==> src/rtl/rwu_pkg.sv <==
package rwu_pkg;

    typedef enum logic {
        WAKE_ON_IDLE = 1'b0,
        WAKE_ON_ADDR = 1'b1
    } wake_mode_e;

    typedef enum logic {
        CHAR_SHORT = 1'b0,
        CHAR_LONG  = 1'b1
    } char_len_e;

    localparam int HI_W = 2;

    typedef struct packed {
        logic done;
        logic msb;
    } rx_char_t;

    typedef struct packed {
        logic valid;
        logic value;
    } sw_write_t;

    function automatic logic pick_msb(input char_len_e len, input logic [HI_W-1:0] hi);
        return (len == CHAR_LONG) ? hi[1] : hi[0];
    endfunction

endpackage

==> src/rtl/rwu_char_classify.sv <==
module rwu_char_classify
    import rwu_pkg::*;
(
    input  logic            char_done,
    input  logic [HI_W-1:0] char_hi,
    input  char_len_e       char_len,
    output rx_char_t        evt
);
    always_comb begin
        evt.done = char_done;
        evt.msb  = pick_msb(char_len, char_hi);
    end
endmodule

==> src/rtl/rwu_activity_arm.sv <==
module rwu_activity_arm
    import rwu_pkg::*;
(
    input  logic      clk,
    input  logic      rst,
    input  sw_write_t sw,
    input  rx_char_t  evt,
    input  logic      line_idle,
    output logic      armed
);
    logic armed_q;

    always_ff @(posedge clk) begin
        if (rst)            armed_q <= 1'b0;
        else if (sw.valid)  armed_q <= 1'b0;
        else if (evt.done)  armed_q <= 1'b1;
        else if (line_idle) armed_q <= 1'b0;
    end

    assign armed = armed_q;

    // a software write always leaves the tracker disarmed
    assert_write_disarms_R6: assert property (@(posedge clk) disable iff (rst)
        sw.valid |=> !armed_q);
endmodule

==> src/rtl/rwu_wake_decode.sv <==
module rwu_wake_decode
    import rwu_pkg::*;
(
    input  wake_mode_e mode,
    input  rx_char_t   evt,
    input  logic       armed,
    input  logic       line_idle,
    output logic       wake_req
);
    always_comb begin
        unique case (mode)
            WAKE_ON_ADDR: wake_req = evt.done & evt.msb;
            default:      wake_req = line_idle & armed;
        endcase
    end
endmodule

==> src/rtl/rwu_sleep_reg.sv <==
module rwu_sleep_reg
    import rwu_pkg::*;
(
    input  logic      clk,
    input  logic      rst,
    input  sw_write_t sw,
    input  logic      wake_req,
    output logic      sleep_q
);
    always_ff @(posedge clk) begin
        if (rst)           sleep_q <= 1'b0;
        else if (sw.valid) sleep_q <= sw.value;
        else if (wake_req) sleep_q <= 1'b0;
    end

    assert_reset_awake_R1: assert property (@(posedge clk)
        rst |=> !sleep_q);

    assert_write_lands_R2: assert property (@(posedge clk) disable iff (rst)
        sw.valid |=> sleep_q == $past(sw.value));

    assert_stays_without_event_R2: assert property (@(posedge clk) disable iff (rst)
        (!sw.valid && !wake_req) |=> sleep_q == $past(sleep_q));
endmodule

==> src/rtl/rwu_wakeup_ctrl.sv <==
module rwu_wakeup_ctrl
    import rwu_pkg::*;
(
    input  logic            clk,
    input  logic            rst,
    input  logic            wake_mode,
    input  logic            char_long,
    input  logic            sw_wr,
    input  logic            sw_wdata,
    input  logic            char_done,
    input  logic [HI_W-1:0] char_hi,
    input  logic            line_idle,
    output logic            sleep,
    output logic            rx_flag_upd,
    output logic            idle_flag_upd
);
    wake_mode_e mode;
    char_len_e  len;
    sw_write_t  sw;
    rx_char_t   evt;
    logic       armed;
    logic       wake_req;
    logic       sleep_q;

    assign mode     = wake_mode_e'(wake_mode);
    assign len      = char_len_e'(char_long);
    assign sw.valid = sw_wr;
    assign sw.value = sw_wdata;

    rwu_char_classify u_classify (
        .char_done (char_done),
        .char_hi   (char_hi),
        .char_len  (len),
        .evt       (evt)
    );

    rwu_activity_arm u_arm (
        .clk       (clk),
        .rst       (rst),
        .sw        (sw),
        .evt       (evt),
        .line_idle (line_idle),
        .armed     (armed)
    );

    rwu_wake_decode u_decode (
        .mode      (mode),
        .evt       (evt),
        .armed     (armed),
        .line_idle (line_idle),
        .wake_req  (wake_req)
    );

    rwu_sleep_reg u_sleep (
        .clk      (clk),
        .rst      (rst),
        .sw       (sw),
        .wake_req (wake_req),
        .sleep_q  (sleep_q)
    );

    assign sleep         = sleep_q;
    assign rx_flag_upd   = evt.done & (~sleep_q | ((mode == WAKE_ON_ADDR) & wake_req));
    assign idle_flag_upd = line_idle & ~sleep_q;

    assert_awake_frames_pass_R3: assert property (@(posedge clk) disable iff (rst)
        (char_done && !sleep) |-> rx_flag_upd);

    assert_idle_gated_R4: assert property (@(posedge clk) disable iff (rst)
        sleep |-> !idle_flag_upd);

    assert_addr_wakes_R8: assert property (@(posedge clk) disable iff (rst)
        (wake_mode && sleep && char_done && evt.msb && !sw_wr) |=> !sleep);

    assert_addr_frame_passes_R8: assert property (@(posedge clk) disable iff (rst)
        (wake_mode && char_done && evt.msb) |-> rx_flag_upd);

    assert_data_blocked_R9: assert property (@(posedge clk) disable iff (rst)
        (wake_mode && sleep && char_done && !evt.msb) |-> !rx_flag_upd);

    assert_addr_mode_holds_R9: assert property (@(posedge clk) disable iff (rst)
        (wake_mode && sleep && !sw_wr && !(char_done && evt.msb)) |=> sleep);

    assert_idle_frames_blocked_R7: assert property (@(posedge clk) disable iff (rst)
        (!wake_mode && sleep && char_done) |-> !rx_flag_upd);

    assert_stale_idle_R6: assert property (@(posedge clk) disable iff (rst)
        (!wake_mode && $past(sw_wr && sw_wdata) && line_idle && !char_done && !sw_wr) |=> sleep);
endmodule

==> config.mk <==
export PLATFORM = sky130hd
export DESIGN_NAME = rwu_wakeup_ctrl
export DESIGN_NICKNAME = d
export VERILOG_FILES = /design/src/rtl/rwu_pkg.sv /design/src/rtl/rwu_char_classify.sv /design/src/rtl/rwu_activity_arm.sv /design/src/rtl/rwu_wake_decode.sv /design/src/rtl/rwu_sleep_reg.sv /design/src/rtl/rwu_wakeup_ctrl.sv
export SDC_FILE = /design/constraint.sdc
export NUM_CORES = 1
export LEC_CHECK = 0
export BUFFER_PORTS_ARGS = -buffer_cell sky130_fd_sc_hd__buf_4
export CORE_AREA = 5 5 42 44
export DETAILED_ROUTE_END_ITERATION = 8
export DIE_AREA = 0 0 47 49
export PLACE_DENSITY = 0.38
export SLEW_MARGIN = 20
export SYNTH_ARGS = -nofsm -noshare
export SYNTH_HDL_FRONTEND = slang
export SYNTH_HIERARCHICAL = 1
export SYNTH_SLANG_ARGS = --single-unit
==> constraint.sdc <==
create_clock -name clk -period 1.5 [get_ports clk]
set_input_delay 0.075 -clock clk [delete_from_list [all_inputs] [get_ports clk]]
set_output_delay 0.075 -clock clk [all_outputs]
set_load 0.03 [all_outputs]
==> impl_results.md <==
- Hold Crit Start: rst
- CTS tree: done
- Max-slew violation count: 0
- Worst slew margin: 0.910
- Leakage: 0.120 nW
- Worst Skew: roughly 0.0016 ns
- Outcome: complete, no violations
- CP Launch Type: flip-flop
- Via count: roughly 160
- H-tree levels: 1
- Drt wl/cell: 9.02 microns
- Fin crit period: 1.21 ns
- Initial antenna violation count: 0
- CORE AREA: between 1000 and 1500 sq um
- Peak supply drop: approximately 0.00021 V
- Worst-Margin Slew: about 0.13 ns
- Die area: around 2300 sq um
- Yosys reg bits: 2
- Clk sinks: 2
- Post-Synthesis Cells: 16
- Most common cell in the netlist: nand2_1
- Die H: about 49 microns
- RePlAce Congestion: around 0.65
- Root Driver: clkbuf_4
- EDFF count, synth: 0
- Final wirelength: roughly 420 microns
- Final Hold Viols: 0
- Power density cells: just under 900 nW/um^2
- CP Data Required Time: ~1.4 ns
- Ports: 13
- Library cells used by synthesis: 13
- Grt total ovfl: 0
- Row Count: 14
- Max-Cap Viols: 0
- Seq/Total Area, Yosys: 0.294
- Nets: 42
- Num CTS Buffers: 3
- Synth Warn #: 6
- Clock Latency Late Sink: 0.22 ns
- Synth Area per Inst: 8.52 sq um
- Commonest cells in the netlist: nand2_1 (3), dfxtp_1 (2)
- Antenna fix cells: 0
- Ys flop type: dfxtp_1
- Fmax: 0.829 GHz
- Setup TNS Final: 0 ns
- CTS resizes: 0
- Yosys top cell by area: dfxtp_1
- Hold EP: u_sleep/sleep_q
- First-pass GRT wire length: 710 microns
- Final ANT Viol Nets: 0
- Reg-to-reg slack, setup: 0.52 ns
- Ys async rst share: 0
- Yosys top cell area share: 0.294
- Top cells by area, synth: dfxtp_1 (29%), mux2_4 (11%), nor2b_4 (10%), nand2_1 (8.3%), or3b_1 (6.4%)
- Pre-Repair DR Iteration Count: 4
- FF-to-FF End: u_sleep/sleep_q
- Crit path max fanout: 2
- Final Cycle Share: 0.805
- Reg2reg start: u_arm/armed
- Tot GR Track Use: 0.0471
- Vias in the first global route: ~190
- Syn_nets: 26
- Largest net degree at the start of global routing: 5
- I/O Buffers: 12
- Min-Delay Path Class: input port to flip-flop
- 1st-iter DRT viols: 4
- Max clock buf depth: 2
- Starting Density: 0.0973
- Chip width: roughly 47 microns
- Worst reg-to-reg path cell count: 4
- Setup Fix Bufs, Post-CTS: 0
- Final setup violation count: 0
- Worst setup EP type: output pin
- Hold-critical path depth: 2
- RSZ-0062 raised after global routing: false
- Cell Area, Synth: between 100 and 150 sq um
- Share of cells above drive strength 1: 0.567
- Worst Path Arrival: approximately 1.1 ns
- Total power: 0.230 mW
- DR DRC count: 0
- Hold_buf cts: 0
- Layout area overhead: 91.7%
- CP Class: flip-flop to output pin
- DR vias/cell: about 3.5
- Reg clk slew, reported paths: around 0.030 ns
## flip-flops by register name, summed over array words and instances (netlist names)
register	flops
u_arm/armed	1
u_sleep/sleep_q	1
## area by class of cell
| type | count | area, sq um |
|---|---|---|
| Sequential cell | 2 | 40.0 |
| Fill cell | 174 | 1140 |
| Timing Repair Buffer | 12 | 90.1 |
| Clock buffer | 3 | 22.5 |
| Multi-Input combinational cell | 13 | 88.8 |
| Tap cell | 16 | 20.0 |
## critical path, cell delays in order, from the launching register on
cell and delay [ns]:
dfxtp_1 0.32, nand2_1 0.06, o21ai_1 0.14, nand2_1 0.07, a21boi_1 0.15, buf_4 0.18
## stage by stage
stage,utilization,hold slack (ns),setup WS [ns],std cells,area [sq um]
after detailed placement,0.171,0.244,0.325,43,239
final,0.187,0.0141,0.293,46,262
after global placement,0.171,0.242,0.326,43,239
after floorplan,-,0.144,0.391,16,136
after CTS,0.187,0.00173,0.282,46,262
after global routing,0.187,0.0174,0.201,46,262
## worst max-delay path by stage
| stage | from | endpoint | slack (ns) | depth (start not counted) |
|---|---|---|---|---|
| 2_1_floorplan | u_arm/armed | rx_flag_upd | 0.39 | 4 |
| 3_3_place_gp | char_long | u_sleep/sleep_q | 0.33 | 6 |
| 3_5_place_dp | char_long | u_sleep/sleep_q | 0.33 | 6 |
| 4_1_cts | u_arm/armed | rx_flag_upd | 0.28 | 5 |
| 5_1_grt | u_arm/armed | rx_flag_upd | 0.20 | 5 |
| 6_report | u_arm/armed | rx_flag_upd | 0.29 | 5 |
## cell families after synthesis
kind of cell / count (synthesis) / synth area share
buffers and inverters: 1 / 0.0551
AND/OR/NAND/NOR: 8 / 0.358
AO/OA/AOI/OAI: 4 / 0.183
flip-flops: 2 / 0.294
multiplexers: 1 / 0.110
## placed cells by master (no fill, tap or decap)
cell,n
nand2_1,3
mux2_4,1
clkbuf_4,3
dfxtp_1,2
nand3_1,1
nor2b_4,1
a21oi_1,1
o21ai_1,1
a21boi_1,1
nor2b_1,1
o21a_1,1
or3b_1,1
buf_4,12
nor2_1,1
## layer usage
metal	vias to the layer above	routed length, microns	GRT usage
met5	-	0	0
met4	0	0	0.0553
met3	0	89	0.0443
met2	15	117	0.0430
met1	61	208	0.0526
li1	83	-	-
## report_power, final
part / total [mW] / switching, mW / internal (mW)
registers: 0.0582 / 0.00184 / 0.0563
logic: 0.0553 / 0.0244 / 0.0309
clock network: 0.117 / 0.0289 / 0.0880
(Power assumes the default switching activity.)
